[src/rtl/pwd_wdog_pkg.sv]
package pwd_wdog_pkg;

    localparam int DATA_W     = 32;
    localparam int CNT_W      = 16;
    localparam int KEY_LSB    = 16;
    localparam int KEY_W      = 8;
    localparam int RUN_BIT    = 31;
    localparam int RSVD_LSB   = 28;
    localparam int WARN_LSB   = 26;
    localparam int PRE_LSB    = 24;
    localparam logic [KEY_W-1:0] KEY_ARM    = 8'hBE;
    localparam logic [KEY_W-1:0] KEY_COMMIT = 8'hDC;

    typedef struct packed {
        logic [2:0]       rsvd;
        logic [1:0]       warn_sel;
        logic [1:0]       pre_sel;
        logic [CNT_W-1:0] reload;
    } ctrl_t;

    // Threshold is the full range shifted right by (select + 1).
    function automatic logic [CNT_W-1:0] warn_limit(input logic [1:0] sel);
        return {CNT_W{1'b1}} >> ({1'b0, sel} + 3'd1);
    endfunction

endpackage

[src/rtl/pwd_wdog_unlock.sv]
module pwd_wdog_unlock
    import pwd_wdog_pkg::*;
(
    input  logic             clk,
    input  logic             por_n,
    input  logic             sys_rst_n,
    input  logic             ctrl_wr,
    input  logic             other_wr,
    input  logic [KEY_W-1:0] key,
    output logic             commit
);

    typedef struct packed {
        logic armed;
    } unl_t;

    unl_t st_d, st_q;

    always_comb begin
        st_d = st_q;
        if (!sys_rst_n) begin
            st_d.armed = 1'b0;
        end else if (ctrl_wr) begin
            // Every control write re-evaluates the arm state.
            st_d.armed = (key == KEY_ARM);
        end else if (other_wr) begin
            st_d.armed = 1'b0;
        end
    end

    assign commit = sys_rst_n && ctrl_wr && st_q.armed && (key == KEY_COMMIT);

    always_ff @(posedge clk or negedge por_n) begin
        if (!por_n) st_q <= '0;
        else        st_q <= st_d;
    end

endmodule

[src/rtl/pwd_wdog_prescale.sv]
module pwd_wdog_prescale #(
    parameter  int STEP = 6,
    localparam int PW   = 3 * STEP
) (
    input  logic       clk,
    input  logic       por_n,
    input  logic       sys_rst_n,
    input  logic       run,
    input  logic       clear,
    input  logic [1:0] sel,
    output logic       tick
);

    typedef struct packed {
        logic [PW-1:0] cnt;
    } pre_t;

    pre_t st_d, st_q;
    logic [PW-1:0] lims [4];
    logic [PW-1:0] lim;

    for (genvar g = 0; g < 4; g++) begin : g_lim
        assign lims[g] = PW'((64'd1 << (g * STEP)) - 64'd1);
    end

    assign lim  = lims[sel];
    assign tick = run && (st_q.cnt == lim);

    always_comb begin
        st_d = st_q;
        if (!sys_rst_n || clear || !run || tick) begin
            st_d.cnt = '0;
        end else begin
            st_d.cnt = st_q.cnt + 1'b1;
        end
    end

    always_ff @(posedge clk or negedge por_n) begin
        if (!por_n) st_q <= '0;
        else        st_q <= st_d;
    end

endmodule

[src/rtl/pwd_wdog_count.sv]
module pwd_wdog_count
    import pwd_wdog_pkg::*;
(
    input  logic             clk,
    input  logic             por_n,
    input  logic             sys_rst_n,
    input  logic             load,
    input  logic             load_run,
    input  logic [CNT_W-1:0] load_val,
    input  logic [CNT_W-1:0] thr,
    input  logic             tick,
    output logic [CNT_W-1:0] cnt,
    output logic             run,
    output logic             warn,
    output logic             expire
);

    typedef struct packed {
        logic [CNT_W-1:0] cnt;
        logic             run;
        logic             warn;
        logic             expire;
    } cnt_t;

    cnt_t st_d, st_q;

    always_comb begin
        st_d        = st_q;
        st_d.expire = 1'b0;
        if (!sys_rst_n) begin
            st_d = '0;
        end else if (load) begin
            st_d.run  = load_run;
            if (load_run) st_d.cnt = load_val;
            st_d.warn = st_d.run && (st_d.cnt <= thr);
        end else if (tick) begin
            if (st_q.cnt <= CNT_W'(1)) begin
                st_d.cnt    = '0;
                st_d.run    = 1'b0;
                st_d.expire = 1'b1;
            end else begin
                st_d.cnt = st_q.cnt - 1'b1;
            end
            st_d.warn = st_q.warn | (st_d.run && (st_d.cnt <= thr));
        end
    end

    assign cnt    = st_q.cnt;
    assign run    = st_q.run;
    assign warn   = st_q.warn;
    assign expire = st_q.expire;

    always_ff @(posedge clk or negedge por_n) begin
        if (!por_n) st_q <= '0;
        else        st_q <= st_d;
    end

endmodule

[src/rtl/pwd_wdog.sv]
module pwd_wdog
    import pwd_wdog_pkg::*;
#(
    parameter int              ADDR_W   = 4,
    parameter logic [ADDR_W-1:0] CTRL_OFS = 'h0,
    parameter logic [ADDR_W-1:0] STAT_OFS = 'h8,
    parameter int              DIV_STEP = 6
) (
    input  logic              clk,
    input  logic              por_n,
    input  logic              sys_rst_n,
    input  logic [ADDR_W-1:0] bus_addr,
    input  logic              bus_we,
    input  logic [DATA_W-1:0] bus_wdata,
    output logic [DATA_W-1:0] bus_rdata,
    output logic              prewarn_o,
    output logic              rst_req_o,
    output logic              cause_o
);

    typedef struct packed {
        ctrl_t ctrl;
        logic  cause;
    } top_t;

    top_t st_d, st_q;

    logic             ctrl_wr, other_wr, commit_w, tick_w, run_w;
    logic [CNT_W-1:0] cnt_w, thr_w;
    ctrl_t            ctrl_w;

    assign ctrl_wr  = bus_we && (bus_addr == CTRL_OFS);
    assign other_wr = bus_we && (bus_addr != CTRL_OFS);

    pwd_wdog_unlock u_unlock (
        .clk      (clk),
        .por_n    (por_n),
        .sys_rst_n(sys_rst_n),
        .ctrl_wr  (ctrl_wr),
        .other_wr (other_wr),
        .key      (bus_wdata[KEY_LSB +: KEY_W]),
        .commit   (commit_w)
    );

    always_comb begin
        st_d = st_q;
        if (!sys_rst_n) begin
            st_d.ctrl = '0;
        end else if (commit_w) begin
            st_d.ctrl.rsvd     = bus_wdata[RSVD_LSB +: 3];
            st_d.ctrl.warn_sel = bus_wdata[WARN_LSB +: 2];
            st_d.ctrl.pre_sel  = bus_wdata[PRE_LSB +: 2];
            st_d.ctrl.reload   = bus_wdata[CNT_W-1:0];
        end
        st_d.cause = st_q.cause | rst_req_o;
    end

    assign thr_w = warn_limit(st_d.ctrl.warn_sel);

    pwd_wdog_prescale #(.STEP(DIV_STEP)) u_pre (
        .clk      (clk),
        .por_n    (por_n),
        .sys_rst_n(sys_rst_n),
        .run      (run_w),
        .clear    (commit_w),
        .sel      (st_q.ctrl.pre_sel),
        .tick     (tick_w)
    );

    pwd_wdog_count u_cnt (
        .clk      (clk),
        .por_n    (por_n),
        .sys_rst_n(sys_rst_n),
        .load     (commit_w),
        .load_run (bus_wdata[RUN_BIT]),
        .load_val (bus_wdata[CNT_W-1:0]),
        .thr      (thr_w),
        .tick     (tick_w),
        .cnt      (cnt_w),
        .run      (run_w),
        .warn     (prewarn_o),
        .expire   (rst_req_o)
    );

    assign ctrl_w  = st_q.ctrl;
    assign cause_o = st_q.cause;

    always_comb begin
        bus_rdata = '0;
        if (bus_addr == CTRL_OFS) begin
            bus_rdata = {run_w, ctrl_w.rsvd, ctrl_w.warn_sel, ctrl_w.pre_sel, 8'h00, 16'(ctrl_w.reload)};
        end else if (bus_addr == STAT_OFS) begin
            bus_rdata = {run_w, 15'h0000, 16'(cnt_w)};
        end
    end

    always_ff @(posedge clk or negedge por_n) begin
        if (!por_n) st_q <= '0;
        else        st_q <= st_d;
    end

endmodule

[config.mk]
export PLATFORM = sky130hd
export DESIGN_NAME = pwd_wdog
export DESIGN_NICKNAME = d
export VERILOG_FILES = /design/src/rtl/pwd_wdog_pkg.sv /design/src/rtl/pwd_wdog_unlock.sv /design/src/rtl/pwd_wdog_prescale.sv /design/src/rtl/pwd_wdog_count.sv /design/src/rtl/pwd_wdog.sv
export SDC_FILE = /design/constraint.sdc
export NUM_CORES = 1
export LEC_CHECK = 0
export BUFFER_PORTS_ARGS = -buffer_cell sky130_fd_sc_hd__buf_2
export CAP_MARGIN = 20
export CORE_ASPECT_RATIO = 0.6
export CORE_MARGIN = 2
export CORE_UTILIZATION = 45
export CTS_CLUSTER_SIZE = 30
export DETAILED_ROUTE_END_ITERATION = 8
export GPL_TIMING_DRIVEN = 0
export HOLD_SLACK_MARGIN = 0.02
export PLACE_DENSITY = 0.72
export SYNTH_ARGS = -nofsm -noshare
export SYNTH_HDL_FRONTEND = slang
export SYNTH_SLANG_ARGS = --single-unit
[constraint.sdc]
create_clock -name clk -period 3.56 [get_ports clk]
set_input_delay 0.356 -clock clk [delete_from_list [all_inputs] [get_ports clk]]
set_output_delay 0.356 -clock clk [all_outputs]
set_load 0.01 [all_outputs]
==> flow_summary.yaml <==
critical_path:
  cp_max_fo: 8
  cpPeakStageDelay_ps: 520
  crit_family: "simple AND/OR/NAND/NOR gates"
  slowest_stage: "or4_1"
  cp.required_ps: 3830
  crit_chain: "buf_2 -> nor4_4 -> buf_4 -> nand3_2 -> or4_1 -> buf_2 -> nand2_1 -> a21oi_1 -> or2_1 -> ha_1 -> nand3_1 -> nor3b_1 -> o211ai_1 -> nand3_1 -> nand4_1 -> o21ai_1"
  cp-end-kind: "flip-flop"
  arrival_ps: 3630
  crit_type: "in -> reg"
  worst-path-buf-inv: 3
  start_kind: "input port"
sta:
  maxSlewViolCount: 0
  grt_setup_unrepaired: "false"
  worst_pin_slew_ps: 963
  finalCritPeriodShare: 0.945
  hold_viol: 0
  period_minus_slack_ps: 3370
  setup_violations: 0
  slew_headroom: 0.351
  finalClockSkew_ps: 5.30
  fmax_mhz: 297
synthesis:
  ys_async_sr_fraction: 1.00
  yosysUniqueCellTypes: 57
  synth_seq_cells: 62
  yosys_warnings: 0
  synth_edf_count: 0
  ys_seq_area_frac: 0.372
  postSynthCellCount: 495
  synth_flop_cell: "dfrtp_1"
  syn_area_per_cell_um2: 8.41
  synthesis.area_mm2: 0.00417
drt:
  drtAntennaViolNets: 0
  drt_first_pass_iters: 7
  viasPerCell: 6.03
  vias: 4233
  drt_iter0_drc: 453
  routed_wl_mm: 13.3
  post_drt_wl_per_cell_um: 18.9
  drc: 0
clock_tree:
  cts_made_buffers: 9
  htree_levels: 3
  clk_latency_ps: 350
  clkTransAtPathRegs_ps: 60
  tritoncts: "done"
  cts-hold-fix-buffers: 0
  cts_buffer_depth: 2
  clock-root-buffer: "clkbuf_16"
  clkSinkCount: 62
place:
  numPortBuffers: 65
  dp_hpwl_mm: 9.78
  gp_congestion: 0.977
  place_area_mm2: 0.00466
die:
  rows: 27
  die_x_um: 128
  die_y_um: 78.5
  initial_core_util: 0.458
  die_area_mm2: 0.0101
  io_pins: 75
  coreArea_mm2: 0.00909
finish:
  nets: 630
  final_util: 0.553
  drive_gt1_frac: 0.227
  fin_area_mm2: 0.00503
  area_growth_pct: 20.8
  n_fill_cell: 862
  num_antenna_cells: 0
run_status:
  status: "finished clean"
grt:
  grt_antenna_before_repair: 0
  grt_start_max_net_pins: 63
  grt.overflow.total: 0
  first_global_vias: 3948
  grt_pass1_wl_mm: 21.2
  grt_usage: 0.273
power:
  power_density_mw_per_mm2: 360
  ir_drop_v: 0.000234
  power_leakage_nw: 2.32
min_path:
  min-delay-path-class: "in -> async"
flow_run:
  cap_violations: 0
-- flip-flops by register name, summed over array words and instances (netlist names) --
register       flops
cause_o            1
ctrl_w            23
u_cnt.cnt         16
u_cnt.expire       1
u_cnt.run          1
u_cnt.warn         1
u_pre.st_q        18
u_unlock.st_q      1
-- cell usage in the layout (no fill, tap or decap), types with 3 or more instances in the layout --
master / n
nand2_1: 75
buf_2: 73
nor2_1: 63
dfrtp_1: 62
a21oi_1: 32
mux2i_1: 25
o21ai_0: 20
clkbuf_1: 19
nand4_1: 16
nand3_1: 14
buf_4: 13
xor2_1: 13
mux2_2: 11
and2_1: 9
nor3_1: 9
a31oi_1: 9
clkbuf_16: 9
ha_1: 8
conb_1: 8
or3_1: 7
o211ai_1: 7
xnor2_1: 6
inv_1: 5
or4_1: 5
nor4_1: 5
nor4_2: 3
buf_1: 3
nand3b_1: 3
and3_1: 3
a21o_1: 3
o21ai_1: 3
inv_6: 3
-- cell type report --
| cell class | instances | area, um2 | area share |
|---|---|---|---|
| buffer | 41 | 203 | 0.0403 |
| clock buffer | 9 | 225 | 0.0448 |
| clock inverter | 7 | 103 | 0.0204 |
| inverter | 6 | 22.5 | 0.00448 |
| multi-input combinational | 393 | 2430 | 0.483 |
| sequential | 62 | 1550 | 0.308 |
| tap | 116 | 145 | 0.0289 |
| timing repair buffer | 68 | 350 | 0.0697 |
-- routing by layer --
layer	global-route usage	part of all wire	up-vias
met2	0.373	0.40	238
met5	0.0374	0	-
li1	-	-	1920
met4	0.0714	0.017	0
met3	0.0852	0.11	26
met1	0.408	0.47	2049
-- cells in the mapped netlist (2+ instances only) --
master,instances,area share
nand2_1,75,0.068
nor2_1,63,0.057
dfrtp_1,62,0.37
a21oi_1,32,0.038
mux2i_1,25,0.060
o21ai_0,20,0.024
clkbuf_1,19,0.017
nand4_1,16,0.024
nand3_1,14,0.017
xor2_1,13,0.027
mux2_2,11,0.030
buf_2,10,0.012
nor3_1,10,0.012
a31oi_1,9,0.014
and2_1,9,0.014
buf_4,9,0.016
ha_1,9,0.027
o211ai_1,7,0.013
or3_1,7,0.011
xnor2_1,6,0.013
inv_1,5,0.0045
nor4_1,5,0.0075
or4_1,5,0.0090
a21o_1,3,0.0054
and3_1,3,0.0045
buf_1,3,0.0027
nand3b_1,3,0.0054
nor3b_1,3,0.0054
nor4_2,3,0.0090
o21ai_1,3,0.0036
and4_1,2,0.0042
nand3_2,2,0.0048
o221ai_1,2,0.0042
o31ai_1,2,0.0036
or2_2,2,0.0030
or4_4,2,0.0054
-- path summary, 6_finish.rpt --
path | start | endpoint | slack [ps] | cells after the start
worst max-delay path | bus_addr[2] | u_cnt.warn | 190 | 16
worst min-delay path | por_n | u_pre.st_q[13] | 90 | 1
worst max register to register | u_cnt.cnt[0] | u_cnt.warn | 240 | 12
worst min register to register | cause_o | cause_o | 460 | 1
max in group asynchronous | por_n | ctrl_w[19] | 2910 | 1
min in group clk | bus_wdata[25] | ctrl_w[17] | 250 | 3
-- cell families (layout without fill, tap and decap cells) --
| group | Yosys count | after routing | share of synthesized area |
|---|---|---|---|
| mux | 36 | 36 | 0.0898 |
| fa+ha+maj | 9 | 9 | 0.0270 |
| buf+inv | 47 | 131 | 0.0535 |
| simple gates | 232 | 232 | 0.279 |
| flops | 62 | 62 | 0.372 |
| xor+xnor | 19 | 19 | 0.0400 |
| compound gates | 89 | 89 | 0.137 |
| other cells | 1 | 8 | 0.000900 |
-- repair_timing --
action	4_1_cts	5_1_grt
resized for setup	0	4
endpoints found under the setup margin	0	1
setup buffers	0	3
-- through the flow --
step	std cells	power (W)	setup slack, ps	TNS (ps)	hold slack (ps)
2_1_floorplan	502	0.000771	502	0	60.4
3_3_place_gp	683	0.000828	-127	-127	447
3_5_place_dp	683	0.000830	-173	-173	454
4_1_cts	699	0.00181	142	0	129
5_1_grt	702	0.00185	15.9	0	174
6_report	702	0.00181	195	0	94.9
-- power breakdown --
| group | leakage (nW) | switching (W) | internal, W | total [W] |
|---|---|---|---|---|
| logic | 1.29 | 0.0000721 | 0.0000438 | 0.000116 |
| clock network | 0.163 | 0.000367 | 0.000624 | 0.000991 |
| registers | 0.864 | 0.000000203 | 0.000705 | 0.000706 |
Note: power is estimated with default switching activity, not from simulation.
